[src/rtl/vaddr_pkg.sv]
`timescale 1ns/1ps
package vaddr_pkg;

    localparam logic [7:0] MATCH_HI  = 8'b0000_0100;
    localparam logic [3:0] MATCH_MID = 4'b1010;

    typedef enum logic [1:0] {
        KIND_S32 = 2'b00,
        KIND_U32 = 2'b01,
        KIND_P32 = 2'b10,
        KIND_P64 = 2'b11
    } adr_kind_e;

    typedef struct packed {
        logic      ok;
        adr_kind_e kind;
        logic [1:0] sh;
        logic [4:0] rm;
        logic [4:0] rn;
        logic [4:0] rd;
    } adr_dec_t;

endpackage

[src/rtl/vaddr_decode.sv]
`timescale 1ns/1ps
module vaddr_decode
    import vaddr_pkg::*;
(
    input  logic [31:0] instr,
    output adr_dec_t    dec
);
    always_comb begin
        dec.ok   = (instr[31:24] == MATCH_HI) && instr[21] && (instr[15:12] == MATCH_MID);
        dec.kind = adr_kind_e'(instr[23:22]);
        dec.sh   = instr[11:10];
        dec.rm   = instr[20:16];
        dec.rn   = instr[9:5];
        dec.rd   = instr[4:0];
    end
endmodule

[src/rtl/vaddr_chunk.sv]
`timescale 1ns/1ps
module vaddr_chunk
    import vaddr_pkg::*;
(
    input  adr_kind_e   kind,
    input  logic [1:0]  sh,
    input  logic [63:0] base,
    input  logic [63:0] offs,
    output logic [63:0] res
);
    logic [63:0] offs_ext;
    logic [63:0] offs_sh;
    logic [31:0] lo_sh;
    logic [31:0] hi_sh;
    logic [31:0] lo_sum;
    logic [31:0] hi_sum;

    always_comb begin
        case (kind)
            KIND_S32: offs_ext = {{32{offs[31]}}, offs[31:0]};
            KIND_U32: offs_ext = {32'd0, offs[31:0]};
            default:  offs_ext = offs;
        endcase
        offs_sh = offs_ext << sh;
        lo_sh   = offs[31:0] << sh;
        hi_sh   = offs[63:32] << sh;
        lo_sum  = base[31:0] + lo_sh;
        hi_sum  = base[63:32] + hi_sh;
        if (kind == KIND_P32) begin
            res = {hi_sum, lo_sum};
        end else begin
            res = base + offs_sh;
        end
    end
endmodule

[src/rtl/vaddr_gen.sv]
`timescale 1ns/1ps
module vaddr_gen
    import vaddr_pkg::*;
#(
    parameter int VL_UNITS = 2
) (
    input  logic                    clk,
    input  logic                    rst,
    input  logic                    in_valid,
    input  logic [31:0]             instr,
    input  logic [128*VL_UNITS-1:0] base_vec,
    input  logic [128*VL_UNITS-1:0] offs_vec,
    input  logic [128*VL_UNITS-1:0] dest_vec,
    output logic                    out_valid,
    output logic                    out_illegal,
    output logic [128*VL_UNITS-1:0] out_vec,
    output logic [4:0]              out_dst_idx,
    output logic [4:0]              out_base_idx,
    output logic [4:0]              out_offs_idx
);
    localparam int VW = 128 * VL_UNITS;
    localparam int NCHUNK = VW / 64;

    typedef struct packed {
        logic          valid;
        logic          illegal;
        logic [VW-1:0] vec;
        logic [4:0]    rd;
        logic [4:0]    rn;
        logic [4:0]    rm;
    } state_t;

    adr_dec_t      dec;
    logic [VW-1:0] calc;
    state_t        st_d;
    state_t        st_q;

    vaddr_decode u_dec (
        .instr (instr),
        .dec   (dec)
    );

    for (genvar c = 0; c < NCHUNK; c++) begin : g_chunk
        vaddr_chunk u_chunk (
            .kind (dec.kind),
            .sh   (dec.sh),
            .base (base_vec[c*64 +: 64]),
            .offs (offs_vec[c*64 +: 64]),
            .res  (calc[c*64 +: 64])
        );
    end

    always_comb begin
        st_d       = st_q;
        st_d.valid = in_valid;
        if (in_valid) begin
            st_d.illegal = !dec.ok;
            st_d.vec     = dec.ok ? calc : dest_vec;
            st_d.rd      = dec.rd;
            st_d.rn      = dec.rn;
            st_d.rm      = dec.rm;
        end
    end

    always_ff @(posedge clk) begin
        if (rst) begin
            st_q <= '0;
        end else begin
            st_q <= st_d;
        end
    end

    assign out_valid    = st_q.valid;
    assign out_illegal  = st_q.illegal;
    assign out_vec      = st_q.vec;
    assign out_dst_idx  = st_q.rd;
    assign out_base_idx = st_q.rn;
    assign out_offs_idx = st_q.rm;
endmodule

[config.mk]
export PLATFORM = sky130hd
export DESIGN_NAME = vaddr_gen
export DESIGN_NICKNAME = d
export VERILOG_FILES = /design/src/rtl/vaddr_pkg.sv /design/src/rtl/vaddr_decode.sv /design/src/rtl/vaddr_chunk.sv /design/src/rtl/vaddr_gen.sv
export SDC_FILE = /design/constraint.sdc
export NUM_CORES = 2
export LEC_CHECK = 0
export BUFFER_PORTS_ARGS = -buffer_cell sky130_fd_sc_hd__buf_4
export CORE_AREA = 2 2 417 419
export DETAILED_ROUTE_END_ITERATION = 8
export DIE_AREA = 0 0 419 421
export REMOVE_ABC_BUFFERS = 1
export SLEW_MARGIN = 10
export SYNTH_ARGS = -nofsm -noshare
export SYNTH_HDL_FRONTEND = slang
export SYNTH_SLANG_ARGS = --single-unit
[constraint.sdc]
create_clock -name clk -period 5.65 [get_ports clk]
set_input_delay 0 -clock clk [delete_from_list [all_inputs] [get_ports clk]]
set_output_delay 0 -clock clk [all_outputs]
set_load 0.01 [all_outputs]
# Word level (Yosys, flattened, before mapping)
# Cells that the tools add are included.
# classes
addsub,12
multipliers,0
div,0
order_cmp,0
eq_ne,4
shift,12
mux,9
bitwise_logic,0
reduce_logical,4
# op_table
cell,n
$pmux 64 s2,4
$add 32x32->32,8
$add 64x64->64,4
$mux 256,1
$mux 64,4
$shl 32x2->32,8
$shl 64x2->64,4
$eq 8x3->1 const B,1
$eq 4x4->1 const B,1
$eq 2x1->1 const B,1
$eq 2x2->1 const B,1
$logic_and 1x1->1,2
$logic_not 2->1,1
$logic_not 1->1,1
# totals
register_bits,273
latch_bits,0
ramBits,0
romBits,0
in_bits,803
out_inout_bits,273
wordCells,47
memories,0

# Longest topological paths before layout
# depth
word_depth,6
depth_mapped,21
mapped_depth_nobuf,17

# Hierarchy
# A second synthesis with hierarchy kept.
# hier_totals
cells_unflattened,5614
area_unflattened_um2,41780.1
# by_module_without_submodules
module,instances,cells_each,area_per_inst_um2,seq_area_each_um2
vaddr_chunk (g_chunk[0].u_chunk ...),2,1136,7617.3,0.0
vaddr_gen,1,1192,11933.9,5465.2
vaddr_chunk (g_chunk[2].u_chunk),1,1116,7477.2,0.0
vaddr_chunk (g_chunk[3].u_chunk),1,1010,6955.4,0.0
vaddr_decode,1,24,178.9,0.0

# Worst setup path before layout
# No wires, ideal clock.
# synth_timing
kind,input port to flip-flop
from,in instr[10]
to,"reg st_q, in the netlist out_vec[127]"
setup_ps,120
arrival_time_ps,4481
t_required_ps,5530
path_slack_ps,1049
cell_stages,19
path_buffers,5
cell_sequence,clkbuf_1 buf_2 clkbuf_1 clkbuf_1 buf_1 mux2i_1 o21ai_0 ha_1 o21ai_0 nor2_1 o21ai_0 o21bai_1 a21oi_1 o311a_1 o31a_1 o21ai_2 mux2_1 o221ai_1 nand2_1
# synth_via
elab_chain_len,4
elab_cells_between_ends,6
cone_classes,2 x add/sub; 2 x shift; 2 x mux
# synth_lines
element,line_no,text
"start, declared",vaddr_gen.sv:10,"input logic [31:0] instr,"
$shl 64x2->64 / $shl 32x2->32 (equally long branches),"vaddr_chunk.sv:24, vaddr_chunk.sv:26",
$add 64x64->64 / $add 32x32->32 (equally long branches),"vaddr_chunk.sv:32, vaddr_chunk.sv:28",
$mux 64 (*),vaddr_chunk.sv:29,if (kind == KIND_P32) begin
$mux 256 (*),vaddr_gen.sv:58,st_d.vec = dec.ok ? calc : dest_vec;
"end signal, assigned",vaddr_gen.sv:69,st_q <= st_d;
"end, declared",vaddr_gen.sv:36,state_t st_q;
# Mark *: on every way between the ends. The rest lies on a longest branch, timed or not.
# A chain may end at the register's enable or synchronous reset.

# Worst setup path in the final report
# layout_timing
from,in instr[10]
to,"reg st_q, in the netlist out_vec[63]"
# Same word-level chain as after synthesis.

==> key figures <==
Outcome
  – Status: finished with violations
  – Failing checks: negative hold slack

Floorplanning
  – Core Box Area: 0.1725 mm^2
  – Die area: 0.1764 mm^2
  – Boundary Pins: between 1000 and 1500
  – # rows: between 150 and 200
  – Initial Utilization: 22.97%
  – Die width: 419 um
  – Die H: between 400 and 500 um

GRT
  – Remaining global-route overflow: 0
  – Gr usage total: 26.51%
  – Global-route wire length before repair: 343.8 mm
  – Largest net degree at the start of global routing: 160
  – Antenna violations before repair: 84
  – Vias in the first global route: 49310

CTS
  – TritonCTS Sinks: 273
  – Worst-path clk slew: 0.06 ns
  – Worst-Skew Late Latency: 0.68 ns
  – Total CTS buffers: 46
  – CTS tree: done
  – Htree depth: 2
  – Clk buf depth: 3
  – Hold buffer count at cts: 494
  – Clk Tree Root Cell: clkbuf_16
  – Post-CTS Setup Bufs: 0
  – Post-CTS Resized: 0

Timing
  – WHS: -0.002966 ns
  – Slew headroom: 22.79%
  – Final worst path period share: 93.13%
  – Tmin final: 5.262 ns
  – PnR worst setup slack: 0.3883 ns
  – Final Hold Viols: 1
  – Fmax: about 190 MHz
  – Setup Total Neg Slack: 0 ns
  – Clock skew: 0 ns
  – Max Slew Vio Count: 0
  – RSZ-0062 raised after global routing: false
  – Count of final setup violators: 0
  – Worst-margin pin slew: 1.140 ns

Setup path
  – CP arrival: 5.83 ns
  – Crit-path max cell delay: ~0.63 ns
  – Reg2reg end: out_vec[58]
  – Critical path's slowest cell: nor2_4
  – Critical Path Start Type: input pin
  – Worst setup endpoint: out_vec[63]
  – R2R Path Start: out_vec[58]
  – Req. time, crit path: 6.22 ns
  – R2r worst-path depth: 6
  – CP max FO: 38
  – Kind of critical path: input pin to register
  – R2r setup slk: between 3 and 4 ns
  – CP Launch Point: instr[10]
  – Critical path cell sequence: buf_8 -> buf_12 -> nor2_4 -> buf_4 -> nand2_1 -> o21ai_0 -> ha_1 -> o211ai_1 -> o21ai_2 -> o21a_1 -> a31oi_1 -> o31ai_2 -> a21oi_1 -> buf_4 -> o21a_1 -> o211ai_1 -> xnor2_1 -> a221oi_1 -> dlygate4sd3_1 -> a211oi_1 -> dlygate4sd3_1
  – Crit. End Element: register

Yosys
  – Synthesis Warnings: 0
  – EDFF count, synth: 0
  – Post-synthesis sequential area ratio: between 10% and 20%
  – Top-area cell type share of the netlist area: 13.79%
  – Asr flop ratio synth: 0%
  – Largest area contributor in the netlist: dfxtp_1
  – Ys flop type: dfxtp_1
  – Syn avg cell area: ~7.2 um^2
  – Flops & latches, synth: 273
  – Cell variety after synth: 105
  – Cell Area, Synth: 0.03962 mm^2
  – Top post-synthesis cells by area: dfxtp_1, ha_1, a21oi_1
  – Cell count after synthesis: 5469

Place
  – GPL Wtd Cong: a little over 1
  – Port Buf Inserts: 1075
  – Placed wire-length estimate: 196.2 mm
  – Dpl ws: 0.3683 ns
  – Placed cell areas: between 0.05 and 0.06 mm^2

Power and ir drop
  – Leakage: 25.68 nW
  – Power Density: approximately 210 mW/mm^2
  – Worst vdd ir: 0.0002143 V

Routing
  – Via density: 5.367
  – DR iter-0 viols: between 3000 and 4000
  – Drc violations: 0
  – Via count: about 49000
  – Avg WL per Cell: 26.60 um
  – Detailed Routing Iterations Pass 1: 6
  – WL final: 245.3 mm
  – Post-DRT Antenna Nets: 0

Final layout
  – # fillers: 18480
  – Final instance area: roughly 0.057 mm^2
  – Fraction of layout cells with a size suffix above 1: 21.85%
  – Synthesis-to-layout area growth: 43.18%
  – Nets: 7984

Hold path
  – WHS Path Cells: 4
  – Hold/Removal Path Class: input pin to register

Job
  – Max Cap Violations: 0
## routing by layer
metal  vias up  wire [um]  GRT usage, %  share of wire (%)
li1      22900          -             -                  -
met5         -         49             0              0.020
met1     23900      95430         30.68                 39
met4         8      16990         17.81                6.9
met2      2130     116500         44.30                 47
met3       547      16350         4.908                6.7
## worst min-delay path by stage
stage	start	to	slack, ns
2_1_floorplan	rst	out_vec[101]	0.07
3_3_place_gp	dest_vec[230]	out_vec[230]	0.23
3_5_place_dp	dest_vec[239]	out_vec[239]	0.23
4_1_cts	instr[22]	out_vec[175]	0.00006
5_1_grt	base_vec[131]	out_vec[132]	0.04
6_report	base_vec[33]	out_vec[33]	-0.003
## registers in the layout (all words and copies together) (netlist names)
register	cells
out_illegal	1
out_dst_idx	5
out_valid	1
out_base_idx	5
out_vec	256
out_offs_idx	5
## Yosys cell counts, types with 21 or more instances
| cell | n |
|---|---|
| nand2_1 | 736 |
| clkbuf_1 | 292 |
| and3_1 | 52 |
| or2_2 | 42 |
| inv_1 | 207 |
| buf_1 | 46 |
| o31ai_1 | 27 |
| o21a_1 | 50 |
| nor2b_1 | 52 |
| ha_1 | 377 |
| a31oi_1 | 51 |
| and2_1 | 27 |
| mux2i_1 | 146 |
| nand4_1 | 85 |
| xor2_1 | 140 |
| o21ai_0 | 370 |
| nand3_1 | 70 |
| a21oi_1 | 632 |
| mux4_2 | 98 |
| a211oi_1 | 93 |
| a22oi_1 | 25 |
| a21o_1 | 220 |
| buf_2 | 21 |
| xnor2_1 | 183 |
| dfxtp_1 | 273 |
| o211ai_1 | 42 |
| mux2_2 | 41 |
| o221ai_1 | 22 |
| a311oi_1 | 95 |
| or3_1 | 27 |
| a222oi_1 | 25 |
| nor3_1 | 60 |
| nor2_1 | 445 |
| nand2b_1 | 51 |
| o21bai_1 | 52 |
| a221oi_1 | 29 |
## power by group
| part | switching [W] | total (W) | leakage, nW | internal [W] |
|---|---|---|---|---|
| combinational | 0.00366 | 0.00636 | 22.7 | 0.00270 |
| sequential | 0.0000974 | 0.00215 | 2.26 | 0.00205 |
| clock | 0.00137 | 0.00314 | 0.741 | 0.00177 |
| total | 0.00513 | 0.0117 | 25.7 | 0.00652 |
## area by class of cell
class | count | area [um^2] | area share (%)
multi-input cells | 4621 | 32080 | 56.54
clock buffers | 58 | 1257 | 2.216
inverters | 207 | 784.5 | 1.383
well taps | 2325 | 2909 | 5.128
repair buffers | 1647 | 13800 | 24.32
clock inverters | 27 | 286.5 | 0.5050
flip-flops and latches | 273 | 5465 | 9.633
diodes | 62 | 155.1 | 0.2735
## layout by cell type (no fill, tap or decap), types with 69 or more instances in the layout
cell	n
nand2_1	732
buf_4	1135
nor2_1	436
dlygate4sd3_1	494
inv_1	205
dfxtp_1	273
a21oi_1	628
xnor2_1	183
o21ai_0	370
a211oi_1	93
ha_1	377
nand3_1	69
a311oi_1	95
xor2_1	140
nand4_1	85
mux4_2	98
a21o_1	220
mux2i_1	146
## per-stage QoR
| stage | hold WS, ns | std cells | power, W | util (%) |
|---|---|---|---|---|
| after floorplan | 0.06907 | 5101 | 0.005756 | - |
| after global placement | 0.2293 | 8579 | 0.008129 | 29.04 |
| after detailed placement | 0.2324 | 8579 | 0.008137 | 29.04 |
| after CTS | 0.00005718 | 9158 | 0.01167 | 32.80 |
| after global routing | 0.04095 | 9216 | 0.01231 | 32.89 |
| final | -0.002966 | 9220 | 0.01165 | 32.89 |
## cell families (layout without fill, tap and decap cells)
logic type	Yosys count	count (layout)	synth area share [%]
AO/OA/AOI/OAI	1922	1922	31.33
XOR/XNOR	323	323	7.140
adder cells (fa/ha/maj)	385	385	12.31
buffers and inverters	575	1939	5.567
flip-flops	273	273	13.79
multiplexers	286	286	10.45
other	0	62	0
AND/OR/NAND/NOR	1705	1705	19.41
## critical path, delay by kind of cell
family,cells,cell delay [ns]
adders and majority gates,1,0.29
and+or+nand+nor,2,0.68
AOI/OAI and AO/OA,11,2.49
buffers and inverters,6,2.10
xor gates and xnor gates,1,0.17
No activity file was read; power rests on OpenSTA's default activity.
